$ cat src/rtl/lmc_pkg.sv
`timescale 1ns/1ps
package lmc_pkg;

  // Layers needed for a coincidence: half of them in loose mode, all but one otherwise.
  function automatic int unsigned hit_threshold(input logic loose, input int unsigned layers);
    return loose ? (layers / 2) : (layers - 1);
  endfunction

  // A zero window still grants one cycle.
  function automatic int unsigned window_cycles(input int unsigned win);
    return (win == 0) ? 1 : win;
  endfunction

endpackage

$ cat src/rtl/lmc_layer_or.sv
`timescale 1ns/1ps
module lmc_layer_or #(
  parameter int LAYERS = 4,
  parameter int STRIPS = 8,
  localparam int NCH = LAYERS * STRIPS
) (
  input  logic [NCH-1:0]    strips,
  input  logic [NCH-1:0]    mask,
  output logic [NCH-1:0]    masked,
  output logic [LAYERS-1:0] layer_hit
);

  for (genvar l = 0; l < LAYERS; l++) begin : g_layer
    assign masked[l*STRIPS +: STRIPS] = strips[l*STRIPS +: STRIPS] & ~mask[l*STRIPS +: STRIPS];
    assign layer_hit[l]               = |masked[l*STRIPS +: STRIPS];
  end

endmodule

$ cat src/rtl/lmc_majority.sv
`timescale 1ns/1ps
module lmc_majority #(
  parameter int LAYERS = 4
) (
  input  logic              clk,
  input  logic              rst_n,
  input  logic [LAYERS-1:0] layer_hit,
  input  logic              loose,
  output logic              maj_now,
  output logic              maj_rise,
  output logic              pulse
);
  import lmc_pkg::*;

  function automatic int unsigned count_hits(input logic [LAYERS-1:0] v);
    int unsigned n = 0;
    for (int i = 0; i < LAYERS; i++) n += v[i] ? 1 : 0;
    return n;
  endfunction

  logic maj_q;

  assign maj_now  = count_hits(layer_hit) >= hit_threshold(loose, LAYERS);
  assign maj_rise = maj_now & ~maj_q;

  always_ff @(posedge clk) begin
    if (!rst_n) begin
      maj_q <= 1'b0;
      pulse <= 1'b0;
    end else begin
      maj_q <= maj_now;
      pulse <= maj_rise;
    end
  end

  // a pulse never lasts more than one cycle
  assert_single_pulse_R3: assert property (@(posedge clk) disable iff (!rst_n)
    pulse |=> !pulse);

  // a pulse follows an edge where the majority held
  assert_pulse_has_majority_R2: assert property (@(posedge clk) disable iff (!rst_n)
    $rose(pulse) |-> $past(maj_now));

endmodule

$ cat src/rtl/lmc_hold.sv
`timescale 1ns/1ps
module lmc_hold #(
  parameter int WIDTH = 32,
  parameter int WIN_W = 8
) (
  input  logic             clk,
  input  logic             rst_n,
  input  logic             capture,
  input  logic [WIDTH-1:0] pat_in,
  input  logic             trig,
  input  logic [WIN_W-1:0] win_len,
  input  logic             q_full,
  output logic             push,
  output logic [WIDTH-1:0] push_data,
  output logic             pending,
  output logic             overflow
);
  import lmc_pkg::*;

  logic [WIDTH-1:0] pat_q;
  logic [WIN_W-1:0] timer_q;
  logic             take;
  logic             last_cycle;

  assign take       = pending & trig;
  assign last_cycle = (timer_q <= WIN_W'(1));
  assign push       = take & ~q_full;
  assign push_data  = pat_q;

  always_ff @(posedge clk) begin
    if (!rst_n) begin
      pending  <= 1'b0;
      timer_q  <= '0;
      pat_q    <= '0;
      overflow <= 1'b0;
    end else begin
      if (take && q_full) overflow <= 1'b1;
      if (capture) begin
        pending <= 1'b1;
        pat_q   <= pat_in;
        timer_q <= WIN_W'(window_cycles(int'(win_len)));
      end else if (pending && (trig || last_cycle)) begin
        pending <= 1'b0;
      end else if (pending) begin
        timer_q <= timer_q - 1'b1;
      end
    end
  end

  // the window closes after its last cycle with no trigger and no new capture
  assert_window_closes_R6: assert property (@(posedge clk) disable iff (!rst_n)
    (pending && !trig && !capture && last_cycle) |=> !pending);

  // the overflow flag is sticky
  assert_overflow_sticky_R9: assert property (@(posedge clk) disable iff (!rst_n)
    overflow |=> overflow);

  // a capture always leaves a pattern pending
  assert_capture_pending_R5: assert property (@(posedge clk) disable iff (!rst_n)
    capture |=> pending);

endmodule

$ cat src/rtl/lmc_evt_fifo.sv
`timescale 1ns/1ps
module lmc_evt_fifo #(
  parameter int WIDTH = 32,
  parameter int DEPTH = 8,
  localparam int AW = (DEPTH > 1) ? $clog2(DEPTH) : 1,
  localparam int CW = $clog2(DEPTH + 1)
) (
  input  logic             clk,
  input  logic             rst_n,
  input  logic             push,
  input  logic [WIDTH-1:0] wdata,
  input  logic             rd,
  output logic             valid,
  output logic [WIDTH-1:0] head,
  output logic             full
);

  logic [WIDTH-1:0] mem [DEPTH];
  logic [AW-1:0]    wr_ptr, rd_ptr;
  logic [CW-1:0]    cnt;
  logic             do_push, do_pop;

  function automatic logic [AW-1:0] next_ptr(input logic [AW-1:0] p);
    return (p == AW'(DEPTH - 1)) ? '0 : p + 1'b1;
  endfunction

  assign valid   = (cnt != '0);
  assign full    = (cnt == CW'(DEPTH));
  assign head    = mem[rd_ptr];
  assign do_push = push & ~full;
  assign do_pop  = rd & valid;

  always_ff @(posedge clk) begin
    if (do_push) mem[wr_ptr] <= wdata;
  end

  always_ff @(posedge clk) begin
    if (!rst_n) begin
      wr_ptr <= '0;
      rd_ptr <= '0;
      cnt    <= '0;
    end else begin
      if (do_push) wr_ptr <= next_ptr(wr_ptr);
      if (do_pop)  rd_ptr <= next_ptr(rd_ptr);
      case ({do_push, do_pop})
        2'b10:   cnt <= cnt + 1'b1;
        2'b01:   cnt <= cnt - 1'b1;
        default: cnt <= cnt;
      endcase
    end
  end

  // the holder never offers a pattern into a full queue
  assert_no_overflow_R9: assert property (@(posedge clk) disable iff (!rst_n)
    full |-> !push);

  // a full queue stays full until it is read
  assert_full_holds_R8: assert property (@(posedge clk) disable iff (!rst_n)
    (full && !rd) |=> full);

  // occupancy never exceeds the depth
  assert_count_bound_R7: assert property (@(posedge clk) disable iff (!rst_n)
    cnt <= CW'(DEPTH));

endmodule

$ cat src/rtl/strip_majority_trigger.sv
`timescale 1ns/1ps
module strip_majority_trigger #(
  parameter int LAYERS = 4,
  parameter int STRIPS = 8,
  parameter int DEPTH  = 8,
  parameter int WIN_W  = 8,
  localparam int NCH   = LAYERS * STRIPS
) (
  input  logic             clk,
  input  logic             rst_n,
  input  logic [NCH-1:0]   strip_in,
  input  logic [NCH-1:0]   strip_mask,
  input  logic             maj_loose,
  input  logic [WIN_W-1:0] win_len,
  input  logic             local_trig,
  input  logic             evt_rd,
  output logic             coinc_pulse,
  output logic             evt_valid,
  output logic [NCH-1:0]   evt_data,
  output logic             evt_full,
  output logic             evt_overflow
);

  logic [NCH-1:0]    masked_pat;
  logic [LAYERS-1:0] layer_hit;
  logic              maj_now, maj_rise;
  logic              q_push, pending;
  logic [NCH-1:0]    q_wdata;

  lmc_layer_or #(.LAYERS(LAYERS), .STRIPS(STRIPS)) u_layers (
    .strips(strip_in), .mask(strip_mask), .masked(masked_pat), .layer_hit(layer_hit)
  );

  lmc_majority #(.LAYERS(LAYERS)) u_maj (
    .clk(clk), .rst_n(rst_n), .layer_hit(layer_hit), .loose(maj_loose),
    .maj_now(maj_now), .maj_rise(maj_rise), .pulse(coinc_pulse)
  );

  lmc_hold #(.WIDTH(NCH), .WIN_W(WIN_W)) u_hold (
    .clk(clk), .rst_n(rst_n), .capture(maj_rise), .pat_in(masked_pat),
    .trig(local_trig), .win_len(win_len), .q_full(evt_full),
    .push(q_push), .push_data(q_wdata), .pending(pending), .overflow(evt_overflow)
  );

  lmc_evt_fifo #(.WIDTH(NCH), .DEPTH(DEPTH)) u_fifo (
    .clk(clk), .rst_n(rst_n), .push(q_push), .wdata(q_wdata), .rd(evt_rd),
    .valid(evt_valid), .head(evt_data), .full(evt_full)
  );

  // no trigger stores anything while no pattern is pending
  assert_trig_idle_R6: assert property (@(posedge clk) disable iff (!rst_n)
    (!pending && !evt_valid && !evt_rd) |=> !evt_valid);

  // a steady majority gives no new pulse
  assert_no_retrigger_R3: assert property (@(posedge clk) disable iff (!rst_n)
    ($past(maj_now) && maj_now) |=> !coinc_pulse);

endmodule

$ cat config.mk
export PLATFORM = sky130hd
export DESIGN_NAME = strip_majority_trigger
export DESIGN_NICKNAME = d
export VERILOG_FILES = /design/src/rtl/lmc_pkg.sv /design/src/rtl/lmc_layer_or.sv /design/src/rtl/lmc_majority.sv /design/src/rtl/lmc_hold.sv /design/src/rtl/lmc_evt_fifo.sv /design/src/rtl/strip_majority_trigger.sv
export SDC_FILE = /design/constraint.sdc
export NUM_CORES = 1
export LEC_CHECK = 0
export BUFFER_PORTS_ARGS = -buffer_cell sky130_fd_sc_hd__buf_2
export CAP_MARGIN = 30
export CORE_UTILIZATION = 40
export CTS_CLUSTER_SIZE = 16
export DETAILED_ROUTE_END_ITERATION = 6
export HOLD_SLACK_MARGIN = 0.12
export PLACE_DENSITY = 0.68
export RECOVER_POWER = 50
export SLEW_MARGIN = 20
export SYNTH_ARGS = -nofsm -noshare
export SYNTH_HDL_FRONTEND = slang
export SYNTH_HIERARCHICAL = 1
export SYNTH_SLANG_ARGS = --single-unit
export TNS_END_PERCENT = 10
$ cat constraint.sdc
create_clock -name clk -period 6.3 [get_ports clk]
set_clock_uncertainty 0.15 [all_clocks]
set_input_delay 0.945 -clock clk [delete_from_list [all_inputs] [get_ports clk]]
set_output_delay 0.945 -clock clk [all_outputs]
set_load 0.01 [all_outputs]
==> metrics.md, run 1 <==
| Metric | Value |
|---|---|
| Leading cell type in the layout, fill and taps excluded | edfxtp_1 |
| Placement Setup Slack | 1.37 ns |
| DRT iter0 DRCs | 488 |
| Maximum root-to-sink buffer count | 3 |
| Post-route DRC | 0 |
| Setup_tns | 0 ns |
| Routed wire length | 24900 um |
| Fillcell total | 2654 |
| Min-delay worst type | flip-flop to flip-flop |
| Synth Area per Inst | 18.8 um2 |
| GPL Wtd Cong | 0.763 |
| Clock Root Buffer | clkbuf_16 |
| Setup crit end kind | flip-flop |
| CTS H-tree lvls | 2 |
| Max-cap viol count | 1 |
| Drt pass-1 iters | 5 |
| Sw Ratio | 24.0% |
| First-pass GRT wire length | 38100 um |
| Total GRT Usage | 15.5% |
| Port buffer count | 112 |
| Max_slew headroom | -54.1% |
| Die Y | 181 um |
| Critical Path RT | 6.53 ns |
| Minimum clock period | 4.45 ns |
| Cells after Synth | 681 |
| Endpoints failing setup | 0 |
| # hold bufs at CTS | 0 |
| Worst setup margin | 1.85 ns |
| Antenna violations before repair | 0 |
| Worst-skew pair later-pin latency | 0.50 ns |
| WP data arrival | 4.69 ns |
| Worst slew pin tran | 2.31 ns |
| Vias in the first global route | 6585 |
| CTS tree | built |
| TritonCTS buffer count | 34 |
| Final Max Slew Viols | 33 |
| RSZ-0062 raised after global routing | no |
| Comb pwr share | 16.0% |
| Min Hold Slack | 0.354 ns |
| Psw | 1.25 mW |
| Critical Path Source Type | input port |
| Kind of critical path | input port to flip-flop |
| Worst vdd ir | 0.158 mV |
| Dominant cell type by count on the critical path | ha_1 |
| Congestion Overflow GR | 0 |
| Placed Cells | 1179 |
| Register share of total power | 47.5% |
| Finished Core Util | 47.3% |
| Post-CTS setup buffer count | 0 |
| PD cells | 348 nW/um2 |
| Final Cycle Share | 70.7% |
| Most frequent cells in the layout | 256 x edfxtp_1, 109 x buf_2, 54 x nor2b_1, 54 x dfxtp_1, 36 x mux4_2 |
| FP Rows | 65 |
| Fin nets | 904 |
| Status | complete, but fails checks |
| Final cell count without fillers | 1242 |
| Sink Count | 313 |
| Core ar. | 31600 um2 |
| Clk pwr share | 36.6% |
| Crit-path max cell delay | 0.68 ns |
| Violated checks | max-capacitance violations, max-slew violations |
| Via-per-instance ratio | 5.21 |
| Die Area | 32700 um2 |
| Slowest stage cell, crit path | nor2_4 |
| Area of the multi-input gates | 3810 um2 |
| Leakage power | 5.21 nW |
| CP Cell Sequence | buf_2, nor2b_4, nor4_1, nand2_1, fa_1, ha_1, inv_1, ha_1, nand2b_1, a21oi_2, nor2_4, clkinv_1, o21ai_0, nor3b_1 |
| Vias | 6475 |
| Synthesized area | 12800 um2 |
| Area Overhead vs Synth | 16.6% |
| Drt wl/cell | 20.0 um |
| Dpl hpwl | 14500 um |
| Syn_nets | 771 |
| Largest net degree at the start of global routing | 43 |
| CTS clk-pin slew, worst paths | 0.06 ns |
| Reg area | 8830 um2 |
| P_int | 3.96 mW |
| Post-DRT Antenna Nets | 0 |
| Post-cts resize count | 0 |
| Starting Density | 40.6% |
| Die Wd | 181 um |
| Synthesis Warnings | 6 |
| Final Hold Viols | 0 |
| Share of post-route cells with drive strength above 1 | 31.8% |
| CP Max Fanout | 27 |
| Maximum achievable frequency | 0.225 GHz |
| # IOs | 113 |
==> registers in the layout, summed over array words and instances (netlist names), 3 cells and up, named ones only <==
name and flops:
u_fifo/mem 256, u_hold/push_data 32, u_hold/timer_q 8, u_fifo/cnt 4, u_fifo/rd_ptr 3, u_fifo/wr_ptr 3
==> worst max-delay path: cells and delay by family <==
family / cells / cell delay, ns
buffers and inverters: 3 / 0.64
and+or+nand+nor: 6 / 1.69
adders and majority gates: 3 / 1.03
AOI/OAI and AO/OA: 2 / 0.39
==> worst paths after layout <==
check                              startpoint           endpoint  slack [ns]  cells past startpoint
worst max-delay path             strip_in[14]  u_hold/timer_q[5]        1.85                     14
worst min register to register  u_fifo/cnt[3]      u_fifo/cnt[3]        0.35                      2
worst max register to register  u_fifo/cnt[1]  u_fifo/mem[5][18]        2.63                      6
worst min-delay path            u_fifo/cnt[3]      u_fifo/cnt[3]        0.35                      2
==> through the flow <==
| stage | total power [mW] | instance area, um2 |
|---|---|---|
| after floorplan | 3.13 | 12800 |
| after global placement | 3.35 | 13800 |
| after detailed placement | 3.37 | 13900 |
| after CTS | 5.28 | 15000 |
| after global routing | 5.42 | 14900 |
| final | 5.21 | 14900 |
==> per-layer routing <==
layer | share of wire, % | up-vias | track usage, %
li1 | - | 2986 | -
met5 | 0 | - | 0
met2 | 49 | 160 | 25.7
met3 | 5.5 | 34 | 3.00
met4 | 1.6 | 0 | 4.14
met1 | 44 | 3295 | 20.9
==> cell type report <==
cell class,count,area share [%]
flip-flops and latches,313,59.1
multi-input cells,330,25.5
clock buffers,51,6.60
repair buffers,127,4.53
well taps,402,3.37
clock inverters,10,0.662
inverters,8,0.201
diodes,1,0.0168
==> power groups by stage <==
stage	sequential (mW)	clock [mW]	combinational (mW)
after global placement	2.51	0	0.836
after floorplan	2.43	0	0.698
final	2.47	1.90	0.831
after CTS	2.48	1.95	0.852
after detailed placement	2.52	0	0.848
after global routing	2.49	2.02	0.905
No activity file was read; power rests on OpenSTA's default activity.
==> run 2: changes to the inputs <==
clock period = 4.1 ns   (was 6.3 ns; I/O delays follow)
==> run 2 against run 1 <==
Net effect:
- clock power is 67% higher
- flip-flop and latch count did not move
- the run now ends clean
- first-iteration DRC count shrank 12%
- final area is 1.4% higher
- global-route usage fell by 0.14 points
- count of clock-buffer cells in the layout decreased by 11
- via count rose by 0.48%
- combinational power rose by 60%
- worst hold slack worse by 0.10 ns
- non-clock buffer count is 10 higher
- critical endpoint is now evt_data[29]
- final cell count rose by 0.89%
- sequential share of layout area shrank 0.83 points
==> metrics.md, run 2 (same netlist as run 1, synthesis figures left out) <==
| Metric | Value |
|---|---|
| Status | complete, no violations |
| Congestion Overflow GR | 0 |
| Die Area | 32700 um2 |
| # IOs | 113 |
| Most frequent cells in the layout | 256 x edfxtp_1, 108 x buf_2, 54 x nor2b_1, 54 x dfxtp_1, 36 x mux4_2 |
| Starting Density | 40.6% |
| Endpoints failing setup | 0 |
| Antenna violations before repair | 1 |
| Setup_tns | 0 ns |
| Finished Core Util | 48.0% |
| Routed wire length | 24700 um |
| Die Wd | 181 um |
| RSZ-0062 raised after global routing | no |
| Crit-path max cell delay | 0.73 ns |
| Final Hold Viols | 0 |
| Maximum achievable frequency | 0.297 GHz |
| Die Y | 181 um |
| First-pass GRT wire length | 38000 um |
| Final Cycle Share | 82.2% |
| Worst-skew pair later-pin latency | 0.50 ns |
| Vias | 6506 |
| Leading cell type in the layout, fill and taps excluded | edfxtp_1 |
| Clock Root Buffer | clkbuf_16 |
| Vias in the first global route | 6551 |
| Port buffer count | 112 |
| GPL Wtd Cong | 0.775 |
| Max_slew headroom | 40.6% |
| Max-cap viol count | 0 |
| CTS tree | built |
| TritonCTS buffer count | 34 |
| Share of post-route cells with drive strength above 1 | 32.6% |
| Post-CTS setup buffer count | 0 |
| CTS clk-pin slew, worst paths | 0.06 ns |
| # hold bufs at CTS | 0 |
| Critical Path Source Type | flip-flop |
| Post-route DRC | 0 |
| Worst R2R Start | u_fifo/cnt[1] |
| Reg2Reg Setup Slack | 1.11 ns |
| Min-delay worst type | input port to flip-flop |
| DRT iter0 DRCs | 429 |
| RR Endpoint | u_fifo/cnt[2] |
| Worst slew pin tran | 0.890 ns |
| Dpl hpwl | 15400 um |
| Drt wl/cell | 19.8 um |
| Via-per-instance ratio | 5.19 |
| Hold Path Depth | 3 |
| WP data arrival | 2.61 ns |
| Minimum clock period | 3.37 ns |
| Total GRT Usage | 15.3% |
| Maximum root-to-sink buffer count | 3 |
| FP Rows | 65 |
| Hold endpoint | u_hold/timer_q[1] |
| Post-cts resize count | 0 |
| Core ar. | 31600 um2 |
| Kind of critical path | flip-flop to output pin |
| CP Max Fanout | 28 |
| PD cells | 547 nW/um2 |
| Drt pass-1 iters | 4 |
| Setup crit end kind | output pin |
| Crit path max-delay family | multiplexers |
| Max reg flops | 256 |
| Largest register by flop count | u_fifo/mem |
| Post-DRT Antenna Nets | 0 |
| Register-to-Register Path Depth | 11 |
| Sink Count | 313 |
| CP Cell Sequence | buf_4, mux4_2, mux2_2, buf_2 |
| Leakage power | 5.30 nW |
| Critical Path RT | 3.34 ns |
| Final Max Slew Viols | 0 |
| Largest net degree at the start of global routing | 36 |
| Fin nets | 914 |
| Hold Path Origin | win_len[1] |
| Worst vdd ir | 0.220 mV |
| CTS H-tree lvls | 2 |
| Area Overhead vs Synth | 18.3% |
| Slowest stage cell, crit path | dfxtp_4 |
| Crit path buf inv count | 2 |
-- run 2: changes by cell type in the layout (fill, tap and decap cells not counted), sizes merged --
cell	previous run	this run
bufinv	2	7
clkinv	8	12
clkbuf	56	47
diode	1	2
clkinvlp	0	2
buf	122	130
-- run 2: how the worst max path moves through the flow --
stage	from	endpoint	slack, ns	depth (start not counted)
after floorplan	u_fifo/cnt[1]	u_fifo/mem[2][0]	0.07	6
after global placement	strip_in[10]	u_hold/timer_q[2]	0.30	14
after detailed placement	strip_in[10]	u_hold/timer_q[5]	0.25	14
after CTS	flip-flop	evt_data[29]	0.65	4
after global routing	strip_in[10]	u_hold/timer_q[7]	0.50	14
final	flip-flop	evt_data[29]	0.73	4
-- run 2: worst reg2reg max path, stage by stage, from the launching register on --
cell	delay, ns
dfxtp_1	0.37
nor3_1	0.26
and2_0	0.28
nor2_1	0.09
a21bo_1	0.42
ha_1	0.35
xor2_1	0.17
ha_1	0.16
a21oi_1	0.04
xor2_1	0.15
or3_1	0.30
a21boi_0	0.16
-- run 2: per-layer routing --
layer  routed length (um)  track usage (%)
met1                10800             21.0
met5                    0                0
met2                11900             25.1
met3                 1510             3.08
met4                  486             4.03
-- run 2: area by class of cell --
cell class | count | area [um2]
tap | 402 | 503
clock buffer | 40 | 895
fill | 2646 | 16400
antenna | 2 | 5.00
multi-input combinational | 330 | 3800
sequential | 313 | 8830
clock inverter | 21 | 285
inverter | 8 | 30.0
timing repair buffer | 137 | 802
-- run 2: per-stage QoR --
| stage | cell area (um2) | total power [mW] | worst slack (ns) | hold WS [ns] | std cells |
|---|---|---|---|---|---|
| 3_3_place_gp | 14000 | 5.18 | 0.301 | 0.318 | 1188 |
| 5_1_grt | 15100 | 8.62 | 0.505 | 0.265 | 1251 |
| 6_report | 15200 | 8.28 | 0.728 | 0.254 | 1253 |
| 3_5_place_dp | 14000 | 5.22 | 0.254 | 0.327 | 1190 |
| 2_1_floorplan | 12800 | 4.81 | 0.0735 | 0.249 | 681 |
| 4_1_cts | 15200 | 8.40 | 0.654 | 0.231 | 1251 |
-- run 2: power by group --
part,switching [mW],internal [mW],total (mW)
logic,0.614,0.717,1.33
registers,0.181,3.59,3.77
clock network,1.17,2.00,3.18
